`src/rtl/dline_cal_pkg.sv`:
```
package dline_cal_pkg;
  typedef enum logic [2:0] {
    ST_CLEAR = 3'd0,
    ST_ACCUM = 3'd1,
    ST_WRITE = 3'd2,
    ST_FREQ  = 3'd3,
    ST_DONE  = 3'd4
  } cal_state_e;
endpackage

```
`src/rtl/dline_cal_hist.sv`:
```
module dline_cal_hist #(
  parameter int TAP_W     = 4,
  parameter int LOG2_HITS = 8
) (
  input  logic                 clk,
  input  logic                 rst_n,
  input  logic                 clr,
  input  logic                 acc_en,
  input  logic                 hit_valid,
  input  logic [TAP_W-1:0]     hit_tap,
  input  logic [TAP_W-1:0]     rd_idx,
  input  logic [TAP_W-1:0]     dbg_addr,
  output logic [LOG2_HITS:0]   rd_bin,
  output logic [LOG2_HITS:0]   dbg_data,
  output logic                 last_hit
);
  localparam int NTAPS = 1 << TAP_W;
  localparam int CNT_W = LOG2_HITS + 1;
  localparam logic [CNT_W-1:0] LAST_CNT = CNT_W'((1 << LOG2_HITS) - 1);

  logic [CNT_W-1:0] bins_q [NTAPS];
  logic [CNT_W-1:0] bins_d [NTAPS];
  logic [CNT_W-1:0] cnt_q, cnt_d;
  logic             take;
  logic             bin_en;

  assign take     = acc_en & hit_valid;
  assign bin_en   = clr | take;
  assign last_hit = take && (cnt_q == LAST_CNT);
  assign rd_bin   = bins_q[rd_idx];

  always_comb begin
    for (int i = 0; i < NTAPS; i++) begin
      bins_d[i] = clr ? '0 : bins_q[i];
    end
    cnt_d = clr ? '0 : cnt_q;
    if (!clr && take) begin
      bins_d[hit_tap] = bins_q[hit_tap] + 1'b1;
      cnt_d           = cnt_q + 1'b1;
    end
  end

  always_ff @(posedge clk or negedge rst_n) begin
    if (!rst_n) begin
      for (int i = 0; i < NTAPS; i++) bins_q[i] <= '0;
      cnt_q <= '0;
    end else if (bin_en) begin
      for (int i = 0; i < NTAPS; i++) bins_q[i] <= bins_d[i];
      cnt_q <= cnt_d;
    end
  end

  always_ff @(posedge clk or negedge rst_n) begin
    if (!rst_n) dbg_data <= '0;
    else        dbg_data <= bins_q[dbg_addr];
  end


  hist_clear_chk: assert property (@(posedge clk) disable iff (!rst_n)
    clr |=> (cnt_q == '0));


  hist_stop_chk: assert property (@(posedge clk) disable iff (!rst_n)
    last_hit |=> !acc_en);


  hist_hold_chk: assert property (@(posedge clk) disable iff (!rst_n)
    (!clr && !acc_en) |=> $stable(cnt_q));
endmodule

```
`src/rtl/dline_cal_integ.sv`:
```
module dline_cal_integ #(
  parameter int LOG2_HITS = 8,
  parameter int FRAC_W    = 13
) (
  input  logic                clk,
  input  logic                rst_n,
  input  logic                start,
  input  logic                step,
  input  logic [LOG2_HITS:0]  bin,
  output logic [FRAC_W-1:0]   frac
);
  localparam int CNT_W  = LOG2_HITS + 1;
  localparam int NUM_W  = CNT_W + 1;
  localparam bit LEFT   = (FRAC_W >= LOG2_HITS + 1);
  localparam int SH_L   = LEFT ? FRAC_W - LOG2_HITS - 1 : 0;
  localparam int SH_R   = LEFT ? 0 : LOG2_HITS + 1 - FRAC_W;
  localparam int WIDE_W = NUM_W + SH_L;
  localparam logic [FRAC_W-1:0] FMAX = {FRAC_W{1'b1}};

  logic [CNT_W-1:0]  cum_q, cum_d;
  logic [NUM_W-1:0]  num;
  logic [WIDE_W-1:0] wide;

  assign num = {cum_q, 1'b0} + NUM_W'(bin);

  generate
    if (LEFT) begin : g_shl
      assign wide = WIDE_W'(num) << SH_L;
    end else begin : g_shr
      assign wide = num >> SH_R;
    end
  endgenerate

  assign frac = (wide > WIDE_W'(FMAX)) ? FMAX : wide[FRAC_W-1:0];

  always_comb begin
    cum_d = cum_q;
    if (start)     cum_d = '0;
    else if (step) cum_d = cum_q + bin;
  end

  always_ff @(posedge clk or negedge rst_n) begin
    if (!rst_n)              cum_q <= '0;
    else if (start || step)  cum_q <= cum_d;
  end


  cum_mono_chk: assert property (@(posedge clk) disable iff (!rst_n)
    (step && !start) |=> (cum_q >= $past(cum_q)));


  cum_zero_chk: assert property (@(posedge clk) disable iff (!rst_n)
    start |=> (cum_q == '0));
endmodule

```
`src/rtl/dline_cal_seq.sv`:
```
module dline_cal_seq
  import dline_cal_pkg::*;
#(
  parameter int TAP_W = 4
) (
  input  logic             clk,
  input  logic             rst_n,
  input  logic             recal_req,
  input  logic             last_hit,
  input  logic             freq_done,
  output logic             clr,
  output logic             acc_en,
  output logic             step,
  output logic [TAP_W-1:0] idx,
  output logic             freq_req,
  output logic             busy
);
  localparam logic [TAP_W-1:0] LAST_IDX = {TAP_W{1'b1}};

  cal_state_e       state_q, state_d;
  logic [TAP_W-1:0] idx_q, idx_d;

  always_comb begin
    state_d = state_q;
    idx_d   = idx_q;
    case (state_q)
      ST_CLEAR: state_d = ST_ACCUM;
      ST_ACCUM: if (last_hit) begin
                  state_d = ST_WRITE;
                  idx_d   = '0;
                end
      ST_WRITE: begin
                  idx_d = idx_q + 1'b1;
                  if (idx_q == LAST_IDX) state_d = ST_FREQ;
                end
      ST_FREQ:  if (freq_done) state_d = ST_DONE;
      ST_DONE:  state_d = ST_DONE;
      default:  state_d = ST_CLEAR;
    endcase
    if (recal_req) begin
      state_d = ST_CLEAR;
      idx_d   = '0;
    end
  end

  always_ff @(posedge clk or negedge rst_n) begin
    if (!rst_n) begin
      state_q <= ST_CLEAR;
      idx_q   <= '0;
    end else begin
      state_q <= state_d;
      idx_q   <= idx_d;
    end
  end

  assign clr      = (state_q == ST_CLEAR);
  assign acc_en   = (state_q == ST_ACCUM);
  assign step     = (state_q == ST_WRITE);
  assign freq_req = (state_q == ST_FREQ);
  assign busy     = (state_q != ST_DONE);
  assign idx      = idx_q;


  write_run_chk: assert property (@(posedge clk) disable iff (!rst_n)
    (step && idx_q != LAST_IDX && !recal_req) |=> step);


  freq_after_write_chk: assert property (@(posedge clk) disable iff (!rst_n)
    $rose(freq_req) |-> $past(step));


  done_idle_chk: assert property (@(posedge clk) disable iff (!rst_n)
    (freq_req && freq_done && !recal_req) |=> !busy);


  recal_busy_chk: assert property (@(posedge clk) disable iff (!rst_n)
    recal_req |=> (busy && clr));
endmodule

```
`src/rtl/dline_calibrator.sv`:
```
module dline_calibrator #(
  parameter int TAP_W     = 4,
  parameter int LOG2_HITS = 8,
  parameter int FRAC_W    = 13
) (
  input  logic                 clk,
  input  logic                 rst_n,
  input  logic                 recal_req,
  input  logic                 hit_valid,
  input  logic [TAP_W-1:0]     hit_tap,
  input  logic                 freq_done,
  input  logic                 dbg_force_cal,
  input  logic [TAP_W-1:0]     dbg_hist_addr,
  output logic                 busy,
  output logic                 sel_cal,
  output logic                 lut_we,
  output logic [TAP_W-1:0]     lut_addr,
  output logic [FRAC_W-1:0]    lut_data,
  output logic                 freq_req,
  output logic [LOG2_HITS:0]   dbg_hist_data
);
  logic             rst_meta, rst_sync_n;
  logic             clr, acc_en, step, last_hit;
  logic [TAP_W-1:0] idx;
  logic [LOG2_HITS:0] cur_bin;

  always_ff @(posedge clk or negedge rst_n) begin
    if (!rst_n) begin
      rst_meta   <= 1'b0;
      rst_sync_n <= 1'b0;
    end else begin
      rst_meta   <= 1'b1;
      rst_sync_n <= rst_meta;
    end
  end

  dline_cal_seq #(.TAP_W(TAP_W)) seq_i (
    .clk(clk), .rst_n(rst_sync_n), .recal_req(recal_req), .last_hit(last_hit),
    .freq_done(freq_done), .clr(clr), .acc_en(acc_en), .step(step), .idx(idx),
    .freq_req(freq_req), .busy(busy)
  );

  dline_cal_hist #(.TAP_W(TAP_W), .LOG2_HITS(LOG2_HITS)) hist_i (
    .clk(clk), .rst_n(rst_sync_n), .clr(clr), .acc_en(acc_en),
    .hit_valid(hit_valid), .hit_tap(hit_tap), .rd_idx(idx),
    .dbg_addr(dbg_hist_addr), .rd_bin(cur_bin), .dbg_data(dbg_hist_data),
    .last_hit(last_hit)
  );

  dline_cal_integ #(.LOG2_HITS(LOG2_HITS), .FRAC_W(FRAC_W)) integ_i (
    .clk(clk), .rst_n(rst_sync_n), .start(clr), .step(step), .bin(cur_bin),
    .frac(lut_data)
  );

  assign sel_cal  = busy | dbg_force_cal;
  assign lut_we   = step;
  assign lut_addr = idx;


  sel_busy_chk: assert property (@(posedge clk) disable iff (!rst_sync_n)
    busy |-> sel_cal);


  we_busy_chk: assert property (@(posedge clk) disable iff (!rst_sync_n)
    lut_we |-> (busy && !freq_req));
endmodule

```
`config.mk`:
```
export PLATFORM = sky130hd
export DESIGN_NAME = dline_calibrator
export DESIGN_NICKNAME = d
export VERILOG_FILES = /design/src/rtl/dline_cal_pkg.sv /design/src/rtl/dline_cal_hist.sv /design/src/rtl/dline_cal_integ.sv /design/src/rtl/dline_cal_seq.sv /design/src/rtl/dline_calibrator.sv
export SDC_FILE = /design/constraint.sdc
export NUM_CORES = 1
export LEC_CHECK = 0
export ABC_AREA = 1
export ABC_CLOCK_PERIOD_IN_PS = 6200
export BUFFER_PORTS_ARGS = -buffer_cell sky130_fd_sc_hd__buf_4
export CORE_MARGIN = 3
export CORE_UTILIZATION = 35
export DETAILED_ROUTE_END_ITERATION = 12
export GPL_ROUTABILITY_DRIVEN = 0
export PLACE_DENSITY = 0.5
export SLEW_MARGIN = 10
export SYNTH_ARGS = -nofsm -noshare
export SYNTH_HDL_FRONTEND = slang
export SYNTH_HIERARCHICAL = 1
export SYNTH_SLANG_ARGS = --single-unit
```
`constraint.sdc`:
```
create_clock -name clk -period 6.2 [get_ports clk]
set_input_delay 0.62 -clock clk [delete_from_list [all_inputs] [get_ports clk]]
set_output_delay 0.62 -clock clk [all_outputs]
set_load 0.03 [all_outputs]
```
## Word-level counts from Yosys, hierarchy flattened

Index checks and enable logic that the tools add are counted.

- $add $sub $neg: 5
- $lt $le $gt $ge: 5
- Bitwise logic cells: 6
- Eq/ne operators: 10
- Reduce and logical (&&, ||, !) cells: 13
- Muxes and demuxes: 42

Operators with widths:

| operator | number |
|---|---|
| 2-to-1 mux 9 bit | 27 |
| bitwise mux 144 bit | 1 |
| 2-to-1 mux 144 bit | 1 |
| binary-select mux 9 bit (select 4 bit) | 3 |
| demux 9 bit (select 4 bit) | 1 |
| adder 9 x 1 -> 9 bit (second input constant) | 2 |
| >= comparator 5 bit (second input constant) | 3 |
| inverter 4 -> 5 bit | 3 |
| case mux 3 bit (5 select lines) | 1 |
| > comparator 14 x 13 -> 1 bit (second input constant) | 1 |
| 2-to-1 mux 13 bit | 1 |
| 2-to-1 mux 3 bit | 4 |
| != test 3 bit (second input constant) | 4 |
| adder 10 x 9 -> 10 bit | 1 |
| adder 9 bit | 1 |
| equality test 9 x 8 -> 1 bit (second input constant) | 1 |
| 2-to-1 mux 4 bit | 2 |
| case mux 4 bit (2 select lines) | 1 |
| equality test 3 x 2 -> 1 bit (second input constant) | 2 |
| AND reduction 2 bit | 3 |
| less-than comparator 5 x 1 -> 1 bit (second input constant) | 1 |
| adder 4 x 1 -> 4 bit (second input constant) | 1 |
| equality test 4 bit (second input constant) | 1 |
| nonzero test 2 bit | 2 |
| other kinds (10) | 13 |

- Word-level logic and storage cells: 104
- Output and inout bits: 30
- Flip-flop bits (word level): 180
- Input bits: 14

## Logic depth before layout (Yosys ltp)

- Depth in word-level cells: 7
- Mapped depth: 18
- Depth with buffers taken out: 16

## Hierarchy

The synthesis kept the hierarchy.

Modules (own cells, without submodules):

| module | area each (µm²) | sequential area each (µm²) | instances | cells each |
|---|---|---|---|---|
| dline_cal_hist | 11193.2 | 4053.9 | 1 | 1726 |
| dline_cal_integ | 1194.9 | 225.2 | 1 | 178 |
| dline_cal_seq | 473.0 | 175.2 | 1 | 64 |
| dline_calibrator | 65.1 | 50.0 | 1 | 6 |

## Least setup slack after synthesis

Ideal clock, no wire load.

- Path type: reg-to-output
- From: register seq_i.idx_q[0] (netlist: seq_i/idx[0])
- To: output lut_data[1]
- Cell stages (with the launch flop): 17
- Path buffers: 4
- Arrival time: 3461 ps
- Slack: 2119 ps
- Required time: 5580 ps
- Cell sequence: dfrtp_1 clkbuf_1 clkbuf_1 clkbuf_1 a21oi_1 o221ai_1 o21ai_0 ha_1 fa_1 nand3_2 nand2_2 nand2_2 nand2_2 nand2_2 nand2_4 inv_1 buf_4

- Cells in the longest elaborated chain, start to end: 7

RTL lines:

| what | line | RTL |
|---|---|---|
| from (decl) | dline_cal_seq.sv:21 | `logic [TAP_W-1:0] idx_q, idx_d;` |
| from (signal assigned) | dline_cal_seq.sv:52 | `idx_q <= idx_d;` |
| inverter 4 -> 5 bit (not written as such) | dline_cal_hist.sv:30 | `assign rd_bin = bins_q[rd_idx];` |
| binary-select mux 9 bit (select 4 bit) | dline_cal_hist.sv:30 |  |
| 2-to-1 mux 9 bit (not written as such) (2 in a row) | dline_cal_hist.sv:30 |  |
| net cur_bin[1] | dline_calibrator.sv:25 | `logic [LOG2_HITS:0] cur_bin;` |
| adder 10 x 9 -> 10 bit | dline_cal_integ.sv:24 | `assign num = {cum_q, 1'b0} + NUM_W'(bin);` |
| > comparator 14 x 13 -> 1 bit | dline_cal_integ.sv:34 | `assign frac = (wide > WIDE_W'(FMAX)) ? FMAX : wide[FRAC_W-1:0];` |
| 2-to-1 mux 13 bit | dline_cal_integ.sv:34 |  |
| to (decl) | dline_calibrator.sv:18 | `output logic [FRAC_W-1:0] lut_data,` |

The timed path passes the listed nets, and every way through them passes these cells. The select of a mux whose other input is x is not followed.

## Final worst setup path

- From: register seq_i.idx_q[2] (netlist: seq_i/idx[2])
- To: output lut_data[0]

Same word-level chain as after synthesis.

==> impl_metrics.tcl <==
set metrics [dict create \
    status "finished clean" \
    first_global_vias 12400 \
    finalHoldViolations 0 \
    synth-xor-area-share_pct 0.339 \
    grt_pass1_wl_um 76200 \
    wire_per_inst_um 20.8 \
    cp-start-kind "register" \
    p_seq_share_pct 32.2 \
    worstMarginPinSlew_ns 1.07 \
    cp-end-kind "output pin" \
    p_per_area_nw_per_um2 281 \
    synth_edf_count 0 \
    fin_tns_setup_ns 0 \
    die_h_um 198 \
    hp-class "reg -> async" \
    use_met3_pct 3.54 \
    clkTransAtPathRegs_ns 0.07 \
    firstDrtPassIters 5 \
    synthesis.nets 2010 \
    setup-violations-final 0 \
    period_needed_ns 5.34 \
    drcViolationCount 0 \
    drt_iter0_markers 1449 \
    internal_power_uw 2300 \
    synthToLayoutAreaGrowth_pct 9.60 \
    synth-main-ff-cell "dfrtp_1" \
    yosys.area_share.simple_pct 26.2 \
    rsz0062_at_grt "no" \
    die_w_um 198 \
    start_util_pct 35.9 \
    synth-seq-cells 180 \
    crit_fanout 20 \
    num_rows 69 \
    clock_power_share_pct 32.6 \
    drive_gt1_share_pct 8.02 \
    cts.sinks 180 \
    htreeDepth 4 \
    portBuffers 43 \
    viasPerCell 5.50 \
    synth_top_family_by_area "simple AND/OR/NAND/NOR gates" \
    grt_use_total_pct 25.6 \
    placed_area_um2 13500 \
    gr-usage-met2_pct 39.4 \
    antenna_found_initial 0 \
    synthMuxAreaShare_pct 0 \
    top_usage_layer "met2" \
    n_fill_cell 3847 \
    finalClockSkew_ns 0.0122 \
    grt_max_degree 145 \
    yosys_warnings 6 \
    met1_usage_pct 37.3 \
    fin_crit_sh_pct 86.1 \
    maxCapViolations 0 \
    async_flop_share_pct 100 \
    comb_power_share_pct 35.2 \
    arrival_ns 4.72 \
    syn-instance-count 1974 \
    synth-adder-area-share_pct 2.25 \
    die_area_um2 39300 \
    routed_wl_um 50200 \
    core_area_um2 36000 \
    p_sw_share_pct 42.3 \
    path_class "reg -> out" \
    cts_tree "yes" \
    syn_avg_cell_area_um2 6.55 \
    fin_cells 2419 \
    synth-compound-area-share_pct 24.2 \
    cts-buffers-inserted 17 \
    power.net_switching_uw 1680 \
    synth_cell_types 44 \
    fmax_ghz 0.187 \
    ir_worst_vdd_v 0.000207 \
    clk_path_buf_depth 2 \
    netlist_area_um2 12900 \
    slew_headroom_pct 28.9 \
    postCtsSetupRepairBufs 0 \
    dp.cells 2386 \
    clk_latency_ns 0.46 \
    drv_slew 0 \
    dp_hpwl_um 33700 \
    leakage_uw 0.00676 \
    overflow 0 \
    yosysSeqAreaShare_pct 34.8 \
    diodes 0 \
    num-nets-final 1981 \
    antenna_left 0 \
    cts_root_buf "clkbuf_16" \
    final_cell_area_um2 14200 \
    num_vias 13300 \
    num_io_pins 44 \
    crit_required_ns 5.58 \
]
[layout by cell type (no fill, tap or decap), types with 12 or more instances in the layout]
| master | n |
|---|---|
| nand2_1 | 567 |
| o21a_1 | 21 |
| inv_1 | 261 |
| o221ai_1 | 31 |
| o22ai_1 | 32 |
| nor2_1 | 102 |
| o21bai_1 | 32 |
| a21oi_1 | 208 |
| buf_4 | 56 |
| o21ai_1 | 12 |
| dfrtp_1 | 177 |
| nand3_1 | 99 |
| o21ai_0 | 203 |
| clkbuf_16 | 17 |
| ha_1 | 20 |
| nand2_2 | 17 |
| inv_2 | 17 |
[worst max-delay path, stage by stage, from the launching register on]
cell and delay (ns):
dfrtp_1 0.99, clkinv_1 0.56, buf_4 0.41, o221ai_1 0.32
o21ai_0 0.37, ha_1 0.36, fa_1 0.42, nand3_2 0.10
nand2_2 0.09, nand2_2 0.09, nand2_2 0.05, nand2_2 0.07
nand2_4 0.10, inv_1 0.12, buf_4 0.17
[path summary, 6_finish.rpt]
check                               endpoint          from  slack [ns]  depth (start not counted)
max                              lut_data[0]  seq_i/idx[2]        0.86                         14
min                          hist_i/cnt_q[3]    rst_sync_n        0.31                          0
max reg2reg                 integ_i/cum_q[8]  seq_i/idx[2]        2.27                         12
min reg2reg                  hist_i/cnt_q[3]    rst_sync_n        0.31                          0
max in group asynchronous  hist_i/bins_q[16]    rst_sync_n        4.59                          1
min in group clk                  rst_sync_n      rst_meta        0.35                          0
[cell type report]
class	count	area, um^2	share of cell area (%)
Multi-Input combinational cell	1405	6870	48.5
Clock inverter	14	246	1.74
Tap cell	461	577	4.07
Timing Repair Buffer	58	450	3.18
Sequential cell	180	4510	31.9
Clock buffer	18	439	3.10
Inverter	283	1080	7.60
[cell usage after synthesis, types with 2 or more instances]
master | number | area (um^2)
a21oi_1 | 208 | 1040
a21oi_2 | 2 | 17.5
a22o_1 | 2 | 17.5
buf_1 | 5 | 18.8
buf_2 | 15 | 75.1
buf_4 | 17 | 128
clkbuf_1 | 68 | 255
clkinv_1 | 4 | 15.0
dfrtp_1 | 180 | 4500
fa_1 | 2 | 40.0
ha_1 | 20 | 250
inv_1 | 261 | 980
inv_2 | 17 | 63.8
nand2_1 | 567 | 2130
nand2_2 | 17 | 106
nand3_1 | 99 | 495
nand3_2 | 10 | 100
nand4_1 | 5 | 31.3
nor2_1 | 103 | 387
nor2_2 | 8 | 50.1
nor2_4 | 4 | 45.0
nor3_1 | 3 | 15.0
o211ai_1 | 7 | 52.6
o21a_1 | 21 | 158
o21ai_0 | 203 | 1020
o21ai_1 | 12 | 60.1
o21bai_1 | 32 | 240
o221ai_1 | 31 | 272
o22ai_1 | 32 | 200
or2_2 | 2 | 12.5
xnor2_1 | 4 | 35.0
[logic make-up (layout without fill, tap and decap cells)]
logic type | Yosys count | count (layout)
other | 1 | 1
DFF | 180 | 180
xor gates and xnor gates | 5 | 5
AOI/OAI and AO/OA | 557 | 557
and+or+nand+nor | 820 | 820
adders and majority gates | 22 | 22
buffers and inverters | 389 | 373
[through the flow]
stage          power (uW)  setup slack (ns)  utilization, %  hold WS (ns)
2_1_floorplan        2160             0.813               -         0.324
3_3_place_gp         2680              1.47            37.4         0.335
3_5_place_dp         2680              1.40            37.4         0.330
4_1_cts              3990             0.880            39.4         0.337
5_1_grt              4170             0.726            39.4         0.358
6_report             3990             0.864            39.4         0.311
[flip-flops by register name, summed over array words and instances, names as in the netlist]
| register | count |
|---|---|
| hist_i/cnt_q | 9 |
| rst_sync_n | 1 |
| hist_i/bins_q | 144 |
| integ_i/cum_q | 9 |
| seq_i/idx | 4 |
| rst_meta | 1 |
| hist_i/dbg_data | 9 |
| seq_i/state_q | 3 |
[power by group through the flow]
stage               combinational (uW)  clock [uW]  sequential (uW)
global placement                  1380           0             1300
finish                            1400        1300             1280
detailed placement                1370           0             1300
CTS                               1380        1320             1280
global route                      1510        1370             1290
floorplan                          875           0             1280
[what timing repair did]
action / 4_1_cts / 5_1_grt
hold buffers: 1 / 0
endpoints found under the hold margin: 2 / 0
resized for setup: 0 / 0
[per-layer routing]
metal | up-vias | wire, um
li1 | 6342 | -
met1 | 6396 | 23100
met2 | 509 | 22400
met3 | 61 | 3600
met4 | 0 | 1100
met5 | - | 0
Power figures use the tool's default switching activity.
